**src/rtl/tmr_pkg.sv**
```systemverilog
package tmr_pkg;
  typedef enum logic [1:0] {
    ACT_KEEP   = 2'd0,
    ACT_LOW    = 2'd1,
    ACT_HIGH   = 2'd2,
    ACT_TOGGLE = 2'd3
  } mact_e;

  localparam int ADR_CTRL   = 0;
  localparam int ADR_PLIM   = 1;
  localparam int ADR_PCNT   = 2;
  localparam int ADR_TCNT   = 3;
  localparam int ADR_CAPCFG = 4;
  localparam int ADR_CAPVAL = 5;
  localparam int ADR_FLAGS  = 6;
  localparam int ADR_MCTL   = 7;
  localparam int ADR_MVAL0  = 8;

  localparam int CH_BITS = 5;

  // edge select code: bit0 accepts rising, bit1 accepts falling
  function automatic logic edge_pick(input logic [1:0] sel, input logic rise,
                                     input logic fall);
    return (sel[0] & rise) | (sel[1] & fall);
  endfunction
endpackage

```
**src/rtl/tmr_edge_sync.sv**
```systemverilog
module tmr_edge_sync (
  input  logic clk,
  input  logic rst_n,
  input  logic din,
  output logic rise,
  output logic fall
);
  logic s1_q, s2_q, prev_q;
  logic s1_d, s2_d, prev_d;

  always_comb begin
    s1_d   = din;
    s2_d   = s1_q;
    prev_d = s2_q;
  end

  always_ff @(posedge clk or negedge rst_n) begin
    if (!rst_n) begin
      s1_q   <= 1'b0;
      s2_q   <= 1'b0;
      prev_q <= 1'b0;
    end else begin
      s1_q   <= s1_d;
      s2_q   <= s2_d;
      prev_q <= prev_d;
    end
  end

  assign rise = s2_q & ~prev_q;
  assign fall = ~s2_q & prev_q;

  assert_single_rise_R5: assert property (@(posedge clk) disable iff (!rst_n)
    rise |=> !rise);
endmodule

```
**src/rtl/tmr_prescale.sv**
```systemverilog
module tmr_prescale #(
  parameter int PW = 32
) (
  input  logic          clk,
  input  logic          rst_n,
  input  logic          clr,
  input  logic          step,
  input  logic [PW-1:0] limit,
  output logic [PW-1:0] count,
  output logic          tick
);
  logic [PW-1:0] cnt_q, cnt_d;

  assign tick = step & ~clr & (cnt_q >= limit);

  always_comb begin
    cnt_d = cnt_q;
    if (clr)       cnt_d = '0;
    else if (tick) cnt_d = '0;
    else if (step) cnt_d = cnt_q + 1'b1;
  end

  always_ff @(posedge clk or negedge rst_n) begin
    if (!rst_n) cnt_q <= '0;
    else        cnt_q <= cnt_d;
  end

  assign count = cnt_q;

  assert_pc_clear_R3: assert property (@(posedge clk) disable iff (!rst_n)
    clr |=> cnt_q == '0);
  assert_pc_wrap_R2: assert property (@(posedge clk) disable iff (!rst_n)
    tick |=> cnt_q == '0);
endmodule

```
**src/rtl/tmr_match_ch.sv**
```systemverilog
module tmr_match_ch
  import tmr_pkg::*;
#(
  parameter int TW = 32
) (
  input  logic          clk,
  input  logic          rst_n,
  input  logic          step,
  input  logic [TW-1:0] tc_next,
  input  logic [TW-1:0] mval,
  input  mact_e         act,
  output logic          evt,
  output logic          pin
);
  logic pin_q, pin_d;

  assign evt = step & (tc_next == mval);

  always_comb begin
    pin_d = pin_q;
    if (evt) begin
      case (act)
        ACT_LOW:    pin_d = 1'b0;
        ACT_HIGH:   pin_d = 1'b1;
        ACT_TOGGLE: pin_d = ~pin_q;
        default:    pin_d = pin_q;
      endcase
    end
  end

  always_ff @(posedge clk or negedge rst_n) begin
    if (!rst_n) pin_q <= 1'b0;
    else        pin_q <= pin_d;
  end

  assign pin = pin_q;

  assert_toggle_R10: assert property (@(posedge clk) disable iff (!rst_n)
    (evt && act == ACT_TOGGLE) |=> pin_q != $past(pin_q));
  assert_drive_high_R10: assert property (@(posedge clk) disable iff (!rst_n)
    (evt && act == ACT_HIGH) |=> pin_q);
  assert_quiet_R10: assert property (@(posedge clk) disable iff (!rst_n)
    !evt |=> $stable(pin_q));
endmodule

```
**src/rtl/tmr_capmatch.sv**
```systemverilog
module tmr_capmatch
  import tmr_pkg::*;
#(
  parameter int TW   = 32,
  parameter int N_CH = 4,
  parameter int AW   = 4
) (
  input  logic            clk,
  input  logic            rst_n,
  input  logic            bus_wr,
  input  logic [AW-1:0]   bus_addr,
  input  logic [TW-1:0]   bus_wdata,
  output logic [TW-1:0]   bus_rdata,
  input  logic            cap_in,
  output logic [N_CH-1:0] match_out,
  output logic            irq
);
  localparam int MCW = CH_BITS * N_CH;
  localparam int FW  = N_CH + 1;

  // configuration registers
  logic          run_q, run_d, hold_q, hold_d, mode_q, mode_d;
  logic [1:0]    csel_q, csel_d;
  logic [TW-1:0] plim_q, plim_d;
  logic [4:0]    capcfg_q, capcfg_d;
  logic [MCW-1:0] mctl_q, mctl_d;
  logic [TW-1:0] mval_q [N_CH];
  logic [TW-1:0] mval_d [N_CH];
  // state
  logic [TW-1:0] tc_q, tc_d, tc_next;
  logic [TW-1:0] cap_q, cap_d;
  logic [FW-1:0] flags_q, flags_d, flag_set, flag_clr;

  logic wr_ctrl, wr_plim, wr_capcfg, wr_flags, wr_mctl;
  logic in_rise, in_fall, cnt_edge, cap_evt, cap_clr;
  logic pre_step, pre_clr, tc_tick, any_rst;
  logic [TW-1:0] pcount;
  logic [N_CH-1:0] m_evt, irq_en, rst_en, stop_en;
  mact_e act [N_CH];

  assign wr_ctrl    = bus_wr && bus_addr == AW'(ADR_CTRL);
  assign wr_plim    = bus_wr && bus_addr == AW'(ADR_PLIM);
  assign wr_capcfg  = bus_wr && bus_addr == AW'(ADR_CAPCFG);
  assign wr_flags   = bus_wr && bus_addr == AW'(ADR_FLAGS);
  assign wr_mctl    = bus_wr && bus_addr == AW'(ADR_MCTL);

  tmr_edge_sync u_sync (
    .clk  (clk),
    .rst_n(rst_n),
    .din  (cap_in),
    .rise (in_rise),
    .fall (in_fall)
  );

  assign cnt_edge = edge_pick(csel_q, in_rise, in_fall);
  assign cap_evt  = edge_pick(capcfg_q[1:0], in_rise, in_fall);
  assign cap_clr  = edge_pick(capcfg_q[4:3], in_rise, in_fall);
  assign pre_step = run_q & ~hold_q & (mode_q ? cnt_edge : 1'b1);
  assign pre_clr  = hold_q | cap_clr;

  tmr_prescale #(.PW(TW)) u_pre (
    .clk  (clk),
    .rst_n(rst_n),
    .clr  (pre_clr),
    .step (pre_step),
    .limit(plim_q),
    .count(pcount),
    .tick (tc_tick)
  );

  // per-channel control fields and match logic
  for (genvar i = 0; i < N_CH; i++) begin : g_ch
    assign irq_en[i]  = mctl_q[CH_BITS*i];
    assign rst_en[i]  = mctl_q[CH_BITS*i+1];
    assign stop_en[i] = mctl_q[CH_BITS*i+2];
    assign act[i]     = mact_e'(mctl_q[CH_BITS*i+3 +: 2]);

    tmr_match_ch #(.TW(TW)) u_ch (
      .clk    (clk),
      .rst_n  (rst_n),
      .step   (tc_tick),
      .tc_next(tc_next),
      .mval   (mval_q[i]),
      .act    (act[i]),
      .evt    (m_evt[i]),
      .pin    (match_out[i])
    );

    always_comb begin
      mval_d[i] = mval_q[i];
      if (bus_wr && bus_addr == AW'(ADR_MVAL0 + i)) mval_d[i] = bus_wdata;
    end

    always_ff @(posedge clk or negedge rst_n) begin
      if (!rst_n) mval_q[i] <= '0;
      else        mval_q[i] <= mval_d[i];
    end

    assert_match_flag_R7: assert property (@(posedge clk) disable iff (!rst_n)
      (m_evt[i] && irq_en[i]) |=> flags_q[i]);
  end

  // reset-on-match looks at the value currently held
  always_comb begin
    any_rst = 1'b0;
    for (int i = 0; i < N_CH; i++)
      if (rst_en[i] && tc_q == mval_q[i]) any_rst = 1'b1;
  end

  assign tc_next = any_rst ? '0 : tc_q + 1'b1;

  always_comb begin
    tc_d = tc_q;
    if (hold_q)       tc_d = '0;
    else if (cap_clr) tc_d = '0;
    else if (tc_tick) tc_d = tc_next;
  end

  assign cap_d = cap_evt ? tc_q : cap_q;

  // control register: software write beats stop-on-match
  always_comb begin
    run_d  = run_q;
    hold_d = hold_q;
    mode_d = mode_q;
    csel_d = csel_q;
    if (wr_ctrl) begin
      run_d  = bus_wdata[0];
      hold_d = bus_wdata[1];
      mode_d = bus_wdata[2];
      csel_d = bus_wdata[4:3];
    end else if (|(m_evt & stop_en)) begin
      run_d = 1'b0;
    end
  end

  assign plim_d   = wr_plim   ? bus_wdata         : plim_q;
  assign capcfg_d = wr_capcfg ? bus_wdata[4:0]    : capcfg_q;
  assign mctl_d   = wr_mctl   ? bus_wdata[MCW-1:0] : mctl_q;

  assign flag_set = {cap_evt & capcfg_q[2], m_evt & irq_en};
  assign flag_clr = wr_flags ? bus_wdata[FW-1:0] : '0;
  assign flags_d  = (flags_q & ~flag_clr) | flag_set;

  always_ff @(posedge clk or negedge rst_n) begin
    if (!rst_n) begin
      run_q    <= 1'b0;
      hold_q   <= 1'b0;
      mode_q   <= 1'b0;
      csel_q   <= 2'd0;
      plim_q   <= '0;
      capcfg_q <= '0;
      mctl_q   <= '0;
      tc_q     <= '0;
      cap_q    <= '0;
      flags_q  <= '0;
    end else begin
      run_q    <= run_d;
      hold_q   <= hold_d;
      mode_q   <= mode_d;
      csel_q   <= csel_d;
      plim_q   <= plim_d;
      capcfg_q <= capcfg_d;
      mctl_q   <= mctl_d;
      tc_q     <= tc_d;
      cap_q    <= cap_d;
      flags_q  <= flags_d;
    end
  end

  always_comb begin
    bus_rdata = '0;
    case (int'(bus_addr))
      ADR_CTRL:   bus_rdata = TW'({csel_q, mode_q, hold_q, run_q});
      ADR_PLIM:   bus_rdata = plim_q;
      ADR_PCNT:   bus_rdata = pcount;
      ADR_TCNT:   bus_rdata = tc_q;
      ADR_CAPCFG: bus_rdata = TW'(capcfg_q);
      ADR_CAPVAL: bus_rdata = cap_q;
      ADR_FLAGS:  bus_rdata = TW'(flags_q);
      ADR_MCTL:   bus_rdata = TW'(mctl_q);
      default: begin
        for (int i = 0; i < N_CH; i++)
          if (int'(bus_addr) == ADR_MVAL0 + i) bus_rdata = mval_q[i];
      end
    endcase
  end

  assign irq = |flags_q;

  assert_stop_run_R9: assert property (@(posedge clk) disable iff (!rst_n)
    (|(m_evt & stop_en) && !wr_ctrl) |=> !run_q);
  assert_hold_zero_R3: assert property (@(posedge clk) disable iff (!rst_n)
    hold_q |=> tc_q == '0);
  assert_cap_load_R5: assert property (@(posedge clk) disable iff (!rst_n)
    cap_evt |=> cap_q == $past(tc_q));
  assert_tc_quiet_R2: assert property (@(posedge clk) disable iff (!rst_n)
    (!tc_tick && !hold_q && !cap_clr) |=> $stable(tc_q));
endmodule

```
**config.mk**
```make
export PLATFORM = sky130hd
export DESIGN_NAME = tmr_capmatch
export DESIGN_NICKNAME = d
export VERILOG_FILES = /design/src/rtl/tmr_pkg.sv /design/src/rtl/tmr_edge_sync.sv /design/src/rtl/tmr_prescale.sv /design/src/rtl/tmr_match_ch.sv /design/src/rtl/tmr_capmatch.sv
export SDC_FILE = /design/constraint.sdc
export NUM_CORES = 1
export LEC_CHECK = 0
export BUFFER_PORTS_ARGS = -buffer_cell sky130_fd_sc_hd__buf_4
export CORE_ASPECT_RATIO = 0.7
export CORE_UTILIZATION = 57
export CTS_BUF_LIST = sky130_fd_sc_hd__clkbuf_4 sky130_fd_sc_hd__clkbuf_8
export DETAILED_ROUTE_END_ITERATION = 7
export GPL_TIMING_DRIVEN = 0
export PLACE_DENSITY = 0.75
export SETUP_SLACK_MARGIN = 0.1
export SYNTH_ARGS = -nofsm -noshare
export SYNTH_HDL_FRONTEND = slang
export SYNTH_HIERARCHICAL = 1
export SYNTH_SLANG_ARGS = --single-unit
```
**constraint.sdc**
```tcl
create_clock -name clk -period 6.9 [get_ports clk]
set_input_delay 0.69 -clock clk [delete_from_list [all_inputs] [get_ports clk]]
set_output_delay 0.69 -clock clk [all_outputs]
set_load 0.02 [all_outputs]
```
After elaboration in Yosys (flattened, before gate mapping)
Cells that the tools add are included.
Storage, ports and cells
  register bits: 298
  bits of input ports: 40
  output and inout bits: 37
  word-level logic and storage cells: 145
Operators by class
  add/subtract/negate cells: 2
  $lt $le $gt $ge: 1
  equal/unequal tests: 35
  mux-type cells: 24
  bitwise gates (word level): 34
  reduce and logical (&&, ||, !) cells: 27
Operators by type and width (number)
  32-bit 2-to-1 mux: 11
  32-bit equality test: 8
  32-bit one-hot mux with 8 select lines: 1
  32-bit by 1-bit adder with 32-bit output (second input constant): 2
  4-bit equality test (second input constant): 8
  32-bit greater-or-equal comparator: 1
  3-bit nonzero test: 6
  1-bit bitwise AND: 17
  2-bit equality test (second input constant): 8
  4-bit by 3-bit equality test with 1-bit output (second input constant): 4
  1-bit logical AND: 13
  1-bit one-hot mux with 3 select lines: 4
  4-bit bitwise AND: 2
  2-bit by 1-bit equality test with 1-bit output (second input constant): 4
  4-bit by 2-bit equality test with 1-bit output (second input constant): 2
  1-bit inverter: 8
  2-bit AND reduction: 4
  1-bit 2-to-1 mux: 7
  5-bit bitwise AND: 1
  5-bit 2-to-1 mux: 1
  5-bit inverter: 1
  5-bit OR: 1
  5-bit OR reduction: 1
  4-bit by 1-bit equality test with 1-bit output (second input constant): 1
  4 further kinds: 7

Longest topological paths before layout
Gate-level depths: netlist of run 1.
  depth after elaboration: 13
  depth in mapped cells: 17
  gate-level depth less buffers: 14

Modules after synthesis
Netlist of run 1, hierarchy kept.
Modules (own cells, without submodules)
  tmr_capmatch: times used 1, cells each 1317, area an instance 14227.4 um^2, sequential area each 6481.2 um^2
  tmr_prescale: times used 1, cells each 320, area an instance 2618.8 um^2, sequential area each 800.8 um^2
  tmr_match_ch: times used 4, cells each 47, area an instance 399.1 um^2, sequential area each 25.0 um^2
  tmr_edge_sync: times used 1, cells each 5, area an instance 90.1 um^2, sequential area each 75.1 um^2

Least setup slack after synthesis of run 1
Ideal clock, no wire load.
  kind: reg-to-reg
  start point: register tc_q[18]
  end point: register run_q
  setup time: 0.129 ns
  arrival time: 3.145 ns
  data required time: 6.771 ns
  slack: 3.626 ns
  stages on the path, launching flop included: 17
  buffers on the path: 3
  clock period less this slack: 3.274 ns
  cells stage by stage: dfrtp_1 > buf_6 > xor2_1 > nor4_1 > nand4_1 > or4_4 > nand4_4 > buf_2 > buf_2 > a21oi_1 > xnor2_1 > nand4_1 > nor4_2 > and3_1 > a222oi_1 > nand4_1 > o21ai_0
Between the ends
  cells in the longest elaborated chain, start to end: 12
  elaborated cells between the ends (all ways): 25
  classes of those cells: add/sub (1); eq/ne (8); mux (5); bitwise (5); reduce/logical (6)
Ends and longest elaborated chain
  start: declaration: line tmr_capmatch.sv:30  | logic [TW-1:0] tc_q, tc_d, tc_next;
  start signal: assignment: line tmr_capmatch.sv:165  | tc_q <= tc_d;
  32-bit equality test: line tmr_capmatch.sv:107  | if (rst_en[i] && tc_q == mval_q[i]) any_rst = 1'b1;
  1-bit logical AND: line tmr_capmatch.sv:107
  1-bit 2-to-1 mux (3 in a row): line tmr_capmatch.sv:107
  1-bit 2-to-1 mux *: line tmr_capmatch.sv:107
  32-bit 2-to-1 mux *: line tmr_capmatch.sv:110  | assign tc_next = any_rst ? '0 : tc_q + 1'b1;
  net tc_next[10]: line tmr_capmatch.sv:30
  32-bit equality test *: line tmr_match_ch.sv:17  | assign evt = step & (tc_next == mval);
  1-bit bitwise AND *: line tmr_match_ch.sv:17
  net m_evt[2]: line tmr_capmatch.sv:38  | logic [N_CH-1:0] m_evt, irq_en, rst_en, stop_en;
  4-bit bitwise AND *: line tmr_capmatch.sv:132  | end else if (|(m_evt & stop_en)) begin
  4-bit OR reduction *: line tmr_capmatch.sv:132
  2-bit nonzero test (no source line) *
  end signal: assignment: line tmr_capmatch.sv:158  | run_q <= run_d;
  end: declaration: line tmr_capmatch.sv:22  | logic run_q, run_d, hold_q, hold_d, mode_q, mode_d;
The timed path passes the listed nets; every way through them passes the cells marked *.
A chain may end at the register's enable or synchronous reset.

Final worst setup path of run 1
  start point: register tc_q[31]
  end point: register run_q
Same word-level chain as after synthesis.

==> results of run 1 <==
[flip-flops by register name, summed over array words and instances (netlist names), 2 cells and up]
register       count
plim_q            32
mctl_q            20
u_pre/count       32
g_ch.u_ch/pin      4
cap_q             32
tc_q              32
flags_q            5
csel_q             2
capcfg_q           5
mval_q           128
[cell type report]
type | count | area, µm² | share of cell area [%]
clock inverters | 12 | 123 | 0.592
well taps | 420 | 526 | 2.54
inverters | 60 | 225 | 1.09
multi-input cells | 1351 | 10300 | 49.7
flip-flops and latches | 298 | 7460 | 36.0
plain buffers | 121 | 548 | 2.65
clock buffers | 76 | 933 | 4.51
repair buffers | 74 | 603 | 2.91
[worst paths after layout]
path                       depth (start not counted)        start  slack, ps       endpoint
setup / recovery                                  16     tc_q[31]        720          run_q
hold / removal                                     1        rst_n         20       tc_q[28]
min in group clk                                   1       cap_in        170    u_sync/s1_q
hold reg to reg                                    0  u_sync/s1_q        360  u_sync/prev_d
max in group asynchronous                          2        rst_n       5820      csel_q[0]
setup reg to reg                                  16     tc_q[31]        720          run_q
[routing by layer]
| metal | wire length, µm | up-vias | part of all wire [%] | GRT usage [%] |
|---|---|---|---|---|
| met5 | 0 | - | 0 | 0 |
| met4 | 2330 | 0 | 3.1 | 13.8 |
| met3 | 11200 | 147 | 15 | 15.1 |
| met2 | 29400 | 1189 | 39 | 59.9 |
| met1 | 31600 | 8252 | 42 | 67.6 |
| li1 | - | 6897 | - | - |
[worst max-delay path, stage by stage (launching register included)]
cell	delay [ps]
dfrtp_1	350
buf_2	210
xor2_1	220
nor3_1	800
nand3_1	210
or4_4	640
nand4_4	130
buf_2	340
buf_2	380
a21oi_1	220
xnor2_1	710
nand4_1	410
nor3_1	620
and3_1	420
a222oi_1	170
nand4_1	110
o21ai_0	90
[cell families (layout without fill, tap and decap cells)]
kind of cell / count (synthesis) / after routing / synth area share [%]
adders and majority gates: 34 / 34 / 2.30
AOI/OAI and AO/OA: 313 / 313 / 12.1
buffers and inverters: 181 / 343 / 4.17
and+or+nand+nor: 502 / 502 / 14.3
muxes: 231 / 231 / 14.0
xor gates and xnor gates: 271 / 271 / 12.8
DFF: 298 / 298 / 40.2
[layout by cell type (no fill, tap or decap), types with 31 or more instances in the layout]
master	instances
a21oi_1	45
a222oi_1	31
a22o_1	41
a22oi_1	42
buf_4	74
clkbuf_1	66
clkbuf_8	58
dfrtp_1	298
ha_1	34
inv_1	60
mux2_2	222
nand2_1	126
nand3_1	46
nand4_1	57
nor2_1	84
nor3_1	50
nor4_1	31
o21ai_0	74
xnor2_1	180
xor2_1	91
[where the power goes]
group	switching (mW)	leakage, nW	internal [mW]
sequential	0.416	3.83	2.01
clock	0.798	0.571	0.939
combinational	0.727	4.68	0.561
[stage by stage]
step | worst slack [ps] | area, µm² | hold WS (ps) | instances
floorplan | 3630 | 18500 | 331 | 1830
global route | 780 | 20700 | 64.9 | 2412
detailed placement | 1330 | 19700 | 344 | 2324
CTS | 1310 | 20700 | 30.5 | 2412
global placement | 1360 | 19600 | 332 | 2322
finish | 725 | 20700 | 17.5 | 2412
==> run summary, run 1 <==
Final setup viols -> 0
Synth async-reset ratio -> 100%
Height of the die -> 153 µm
PortBufs -> 72
Fin Setup TNS -> 0 ps
Gp weighted congestion -> 1.05
RSZ-0062 raised after global routing -> no
TritonCTS buffer count -> 48
Sink Count -> 298
Actual slew at the worst max-slew pin -> 1330 ps
Crit share post-route -> 89.5%
Post-Route Skew -> 24.4 ps
Hold buffers post-CTS -> 0
Routed Antenna Nets -> 0
Synth cell count leaders -> dfrtp_1 (298), mux2_2 (222), xnor2_1 (180)
Critical path class -> register to register
Fin util -> 65.7%
Initial Utilization -> 58.7%
Deepest clock path buffer count -> 3
Global-route wire length before repair -> 106 mm
#FFs+latches synth -> 298
Proportion of layout cells with a drive suffix above 1 -> 22.4%
Relative slew slack -> 10.6%
HPWL after DPL -> 57.8 mm
EDFF count, synth -> 0
Leak pwr -> 9.08 nW
Register area share after synthesis -> 40.2%
H-tree levels -> 2
Postcts setup bufs -> 0
Via-to-Cell Ratio -> 6.83
PostCTS Resize Cnt -> 0
Yosys top cell by area -> dfrtp_1
Drt pass-1 iters -> 8
CP arrival -> 6670 ps
Total gr overflow -> 0
Routed wire length -> 74.6 mm
Outcome -> complete, but fails checks
Power Total -> 5.45 mW
Yosys cell types -> 65
Max_cap viols -> 0
Synth Instances -> 1830
Root buffer selected by CTS -> clkbuf_8
Net Count, Synth -> 1904
DR vias -> 16485
Top cell type's share of synthesized area -> 40.2%
Post-DR wirelength/cell -> 30.9 µm
Synth area leaders -> dfrtp_1 (40%), mux2_2 (13%), xnor2_1 (8.5%)
Die W -> 218 µm
Core ar. -> 31600 µm²
Pin count of the biggest net entering global routing -> 121
CP Launch Type -> register
Pins Over Slew Limit -> 0
Pwr dens -> 263 nW/µm²
Worst ir drop on vdd -> 278 µV
Vias in the first global route -> 15337
Post-synth design cell area -> 18500 µm²
Worst-skew pair later-pin latency -> 630 ps
Worst EP required -> 7400 ps
Critical path capture point type -> register
Worst-path fanout max -> 10
Final min period -> 6180 ps
ANT cells -> 0
Die area -> 33300 µm²
GR Util All Layers -> 44.9%
Fmax -> 0.162 GHz
Number of remaining DRC errors -> 18
DRT iter0 DRCs -> 2720
Yosys warns -> 6
Total of fill cells in the finished design -> 2537
CTS clk-pin slew, worst paths -> 70 ps
Hold Crit Class -> input port to asynchronous set/reset pin
Nets@finish -> 2028
Final Hold Violating Endpoints -> 0
Failing checks -> design-rule violations
Number of core rows -> 54
Most frequent cell after synthesis -> dfrtp_1
Initial antenna violation count -> 1
Avg Inst Size Synth -> 10.1 µm²
Ys flop type -> dfrtp_1
# IOs -> 77
Synthesis-to-finish area growth -> 11.8%
CTS tree -> done
Power figures use the tool's default switching activity.
==> run 2: changes to the inputs <==
--- a/config.mk
+++ b/config.mk
@@ -12,6 +12,7 @@
 export DETAILED_ROUTE_END_ITERATION = 7
 export GPL_TIMING_DRIVEN = 0
 export PLACE_DENSITY = 0.75
+export REMOVE_ABC_BUFFERS = 1
 export SETUP_SLACK_MARGIN = 0.1
 export SYNTH_ARGS = -nofsm -noshare
 export SYNTH_HDL_FRONTEND = slang
==> run 2 against run 1 <==
- critical path type unchanged
- register-to-register slack improved by 690 ps
- wire length fell by 12%
- clock-buffer cell count fell by 5
- largest power group unchanged
- largest cell class unchanged
- first-iteration DRC count fell by 12%
- the flow finishes with violations (max-capacitance violations, max-slew violations)
==> run summary, run 2 (synthesis results as in run 1) <==
Register with the most flip-flops -> mval_q
Final Hold Violating Endpoints -> 0
DR vias -> 15816
CTS clk-pin slew, worst paths -> 60 ps
PortBufs -> 76
Relative slew slack -> -1.97%
Synthesis-to-finish area growth -> 10.8%
Proportion of layout cells with a drive suffix above 1 -> 23.6%
Global-route wire length before repair -> 97.1 mm
Final min period -> 5490 ps
Worst EP required -> 7380 ps
Initial Utilization -> 58.7%
PostCTS Resize Cnt -> 0
Post-DR wirelength/cell -> 28.3 µm
Worst ir drop on vdd -> 213 µV
DP Cell Count -> 2222
Vias in the first global route -> 14973
Postcts setup bufs -> 0
# IOs -> 77
Worst-skew pair later-pin latency -> 620 ps
Number of core rows -> 54
Pins Over Slew Limit -> 30
Critical Path Stages -> 14
Top layer in use -> met5
Height of the die -> 153 µm
Commonest non-fill, non-tap cell in the layout -> dfrtp_1
Post-Route Skew -> 37.0 ps
Fin util -> 65.1%
Max reg flops -> 128
Metal2 WL -> 27.0 mm
M1 WL -> 27.2 mm
Commonest non-fill, non-tap cells in the layout -> dfrtp_1 (298), mux2_2 (222), xnor2_1 (180), nand2_1 (121), xor2_1 (91)
Pin count of the biggest net entering global routing -> 124
Number of remaining DRC errors -> 0
Critical path capture point type -> register
RSZ-0062 raised after global routing -> no
CP arrival -> 5970 ps
Die area -> 33300 µm²
Leak pwr -> 8.95 nW
Hold Crit Class -> input port to asynchronous set/reset pin
Fmax -> 0.182 GHz
Max_cap viols -> 1
Critical path class -> register to register
Deepest clock path buffer count -> 3
Via-to-Cell Ratio -> 6.85
Actual slew at the worst max-slew pin -> 1530 ps
DR WL met3 -> 9.23 mm
Outcome -> complete, but fails checks
Root buffer selected by CTS -> clkbuf_8
Sink Count -> 298
Worst-path fanout max -> 12
Max incr delay on CP -> 850 ps
Core ar. -> 31600 µm²
Critical path, cell by cell -> ha_1, nand4_1, nor3_1, nand4_1, nor3_1, xnor2_1, nor2_1, xnor2_1, nand4_1, nor4_2, and3_1, a222oi_1, nand4_1, o21ai_0
CP delay by family, top -> simple AND/OR/NAND/NOR gates
Nets@finish -> 1926
Area of the multi-input gates -> 10400 µm²
Critical path's most frequent cell -> nand4_1
Pwr dens -> 258 nW/µm²
FF-to-FF path depth -> 14
Initial antenna violation count -> 2
Failing checks -> max-capacitance violations, max-slew violations
Fin Setup TNS -> 0 ps
Total gr overflow -> 0
CP bufs+invs -> 0
CP Launch Type -> register
Routed wire length -> 65.4 mm
GR Util All Layers -> 39.3%
Crit share post-route -> 79.5%
Routed Antenna Nets -> 0
Slowest cell on crit path -> dfrtp_1
TritonCTS buffer count -> 48
HPWL after DPL -> 47.7 mm
Drt pass-1 iters -> 8
Hold buffers post-CTS -> 0
Total of fill cells in the finished design -> 2558
H-tree levels -> 2
CTS tree -> done
Die W -> 218 µm
Final setup viols -> 0
FF/Latch Area -> 7460 µm²
Gp weighted congestion -> 1.02
Non-Filler Instances -> 2310
DRT iter0 DRCs -> 2393
[run 2: cell types whose count changed in the layout (fill, tap and decap cells not counted), sizes merged]
cell,previous run,this run
clkinv,8,13
clkbuf,142,71
diode,0,2
buf,129,93
inv,62,61
bufinv,2,1
[run 2: cell type report]
class / instances / share of cell area [%]
multi-input combinational: 1351 / 50.5
inverter: 60 / 1.10
sequential: 298 / 36.3
antenna: 2 / 0.0244
tap: 420 / 2.56
clock inverter: 15 / 0.579
clock buffer: 71 / 4.51
timing repair buffer: 93 / 4.47
[run 2: power breakdown]
part | total (mW) | switching [mW] | internal (mW)
combinational | 1.22 | 0.645 | 0.575
sequential | 2.41 | 0.402 | 2.01
clock | 1.67 | 0.766 | 0.904
[run 2: per-layer routing]
layer  up-vias  track usage (%)
met2      1109             54.5
met1      7891             59.4
met4         2             11.4
li1       6683                -
met5         -             1.30
met3       131             10.5
[run 2: final timing paths]
path                              from            end  slack, ps
min reg2reg                u_sync/s1_q  u_sync/prev_d        350
min in group clk                cap_in    u_sync/s1_q        180
min                              rst_n     mval_q[64]         70
max reg2reg                    tc_q[0]          run_q       1410
max                            tc_q[0]          run_q       1410
max in group asynchronous        rst_n      cap_q[19]       5260
[run 2: per-stage QoR]
stage / total power, mW / hold WS, ps / setup slack, ps / area (µm²)
final: 5.30 / 70.7 / 1410 / 20500
after global routing: 5.48 / 121 / 1310 / 20500
after CTS: 5.27 / 84.0 / 1560 / 20500
after detailed placement: 3.61 / 342 / 1560 / 19500
after global placement: 3.54 / 334 / -2240 / 19100
after floorplan: 3.05 / 331 / 2560 / 18000
==> run 3: changes to the inputs <==
--- a/config.mk
+++ b/config.mk
@@ -11,7 +11,7 @@
 export CTS_BUF_LIST = sky130_fd_sc_hd__clkbuf_4 sky130_fd_sc_hd__clkbuf_8
 export DETAILED_ROUTE_END_ITERATION = 7
 export GPL_TIMING_DRIVEN = 0
-export PLACE_DENSITY = 0.75
+export PLACE_DENSITY = 0.77
 export REMOVE_ABC_BUFFERS = 1
 export SETUP_SLACK_MARGIN = 0.1
 export SYNTH_ARGS = -nofsm -noshare
==> constraint.sdc (replaced) <==
create_clock -name clk -period 5 [get_ports clk]
set_input_delay 0.5 -clock clk [delete_from_list [all_inputs] [get_ports clk]]
set_output_delay 0.5 -clock clk [all_outputs]
set_load 0.02 [all_outputs]
==> run 3 against run 2 <==
- the run now ends clean
- non-clock buffer count is 6 higher
- combinational power is 39% higher
- sequential share of layout area is 0.28 points lower
- utilization is 0.55 points higher
==> run summary, run 3 (synthesis results as in run 1) <==
Pwr dens -> 359 nW/µm²
CTS tree -> done
TritonCTS buffer count -> 47
Fin Hold WS -> 144 ps
Worst-path fanout max -> 14
RSZ-0062 raised after global routing -> no
R2R Setup Slk -> 120 ps
Postcts setup bufs -> 0
Relative slew slack -> 15.9%
Hold Crit Class -> input port to register
Sink Count -> 298
DRT iter0 DRCs -> 2570
HPWL after DPL -> 47.5 mm
Sw frac -> 33.8%
Pins Over Slew Limit -> 0
Drt pass-1 iters -> 7
Post-Route Skew -> 36.5 ps
Pint -> 4.92 mW
Synthesis-to-finish area growth -> 11.8%
Design Area, Final -> 20700 µm²
Nets@finish -> 1933
Outcome -> completed
Proportion of layout cells with a drive suffix above 1 -> 24.2%
Routed wire length -> 65.9 mm
Number of remaining DRC errors -> 0
Worst ir drop on vdd -> 274 µV
Leak pwr -> 9.03 nW
R2R Path End -> run_q
Switch Pwr -> 2.51 mW
Gp weighted congestion -> 1.03
Seq pwr share -> 44.5%
Die area -> 33300 µm²
Total gr overflow -> 0
Worst-skew pair later-pin latency -> 640 ps
Max reg flops -> 128
Hold path start -> bus_wdata[24]
GR Util All Layers -> 39.5%
Fmax -> 0.205 GHz
Routed Antenna Nets -> 0
Final Hold Violating Endpoints -> 0
Number of core rows -> 54
Pin count of the biggest net entering global routing -> 105
Actual slew at the worst max-slew pin -> 1260 ps
Root buffer selected by CTS -> clkbuf_8
Worst EP required -> 5490 ps
Power share of the combinational group -> 22.8%
Initial Utilization -> 58.7%
Register with the most flip-flops -> mval_q
Fin Setup TNS -> 0 ps
Commonest non-fill, non-tap cell in the layout -> dfrtp_1
CP arrival -> 5370 ps
Worst Hold End -> mval_q[24]
Critical path class -> register to register
Height of the die -> 153 µm
FF-to-FF path depth -> 13
Crit share post-route -> 97.7%
Power Total -> 7.43 mW
Final setup viols -> 0
DR vias -> 15954
CTS clk-pin slew, worst paths -> 70 ps
Die W -> 218 µm
Final min period -> 4880 ps
Pre-CTS setup slack -> -346 ps
Worst hold stages -> 2
Core ar. -> 31600 µm²
H-tree levels -> 2
Final WS setup -> 116 ps
Deepest clock path buffer count -> 3
Global-route wire length before repair -> 97.5 mm
# IOs -> 77
Vias in the first global route -> 15053
Commonest non-fill, non-tap cells in the layout -> dfrtp_1 (294), mux2_2 (222), xnor2_1 (180), nand2_1 (121), xor2_1 (91)
Reg2reg start -> tc_q[18]
DP Area -> 19500 µm²
Via-to-Cell Ratio -> 6.88
Max_cap viols -> 0
PortBufs -> 76
Critical path capture point type -> register
Clk pwr share -> 32.7%
CP Launch Type -> register
Post-DR wirelength/cell -> 28.4 µm
Initial antenna violation count -> 4
[run 3: how the worst max path moves through the flow]
stage                startpoint          end  slack [ps]  cells past startpoint
finish                 tc_q[18]        run_q         120                     13
CTS                    tc_q[18]        run_q         110                     13
detailed placement      tc_q[0]        run_q        -350                     13
global placement    bus_addr[3]  mval_q[118]       -3770                      5
floorplan           bus_addr[2]  mval_q[100]         850                      4
global route            tc_q[0]        run_q          90                     13
[run 3: layout make-up]
class,instances,area [µm²]
Clock buffer,78,992
Sequential cell,298,7460
Multi-Input combinational cell,1353,10400
Antenna cell,3,7.51
Fill cell,2491,10800
Timing Repair Buffer,99,962
Clock inverter,9,101
Tap cell,420,526
Inverter,60,225
[run 3: power by group through the flow]
stage | combinational, mW | sequential (mW) | clock (mW)
6_report | 1.70 | 3.31 | 2.43
5_1_grt | 1.79 | 3.34 | 2.53
4_1_cts | 1.65 | 3.28 | 2.43
3_5_place_dp | 1.63 | 3.32 | 0
3_3_place_gp | 1.57 | 3.30 | 0
2_1_floorplan | 1.07 | 3.14 | 0
[run 3: stage by stage]
stage,util (%),cells
after floorplan,-,1709
after global placement,60.5,2205
after detailed placement,61.8,2225
after CTS,65.4,2314
after global routing,65.6,2317
final,65.6,2320
[run 3: per-layer routing]
metal	up-vias	wire [µm]	share of wire (%)	GRT usage, %
met5	-	0	0	0
li1	6719	-	-	-
met4	0	2400	3.6	12.5
met1	7917	26900	41	58.0
met3	181	9850	15	12.5
met2	1137	26800	41	54.7
[run 3: worst max-delay path, stage by stage, from the launching register on]
cell and delay, ps:
dfrtp_1 650, xnor2_1 570, nand4_1 150, nor4_1 450, nand3_1 350, nand4_2 580
a21oi_1 250, xnor2_1 200, nand4_1 280, nor4_4 490, and3_1 380, a222oi_1 160
nand4_1 110, o21ai_0 100
[run 3: repair_timing]
action,4_1_cts,5_1_grt
endpoints found under the setup margin,32,7
cloned,0,2
resized for setup,6,6
pin swaps,0,1
hold endpoints to repair,96,0
hold buffers,2,0
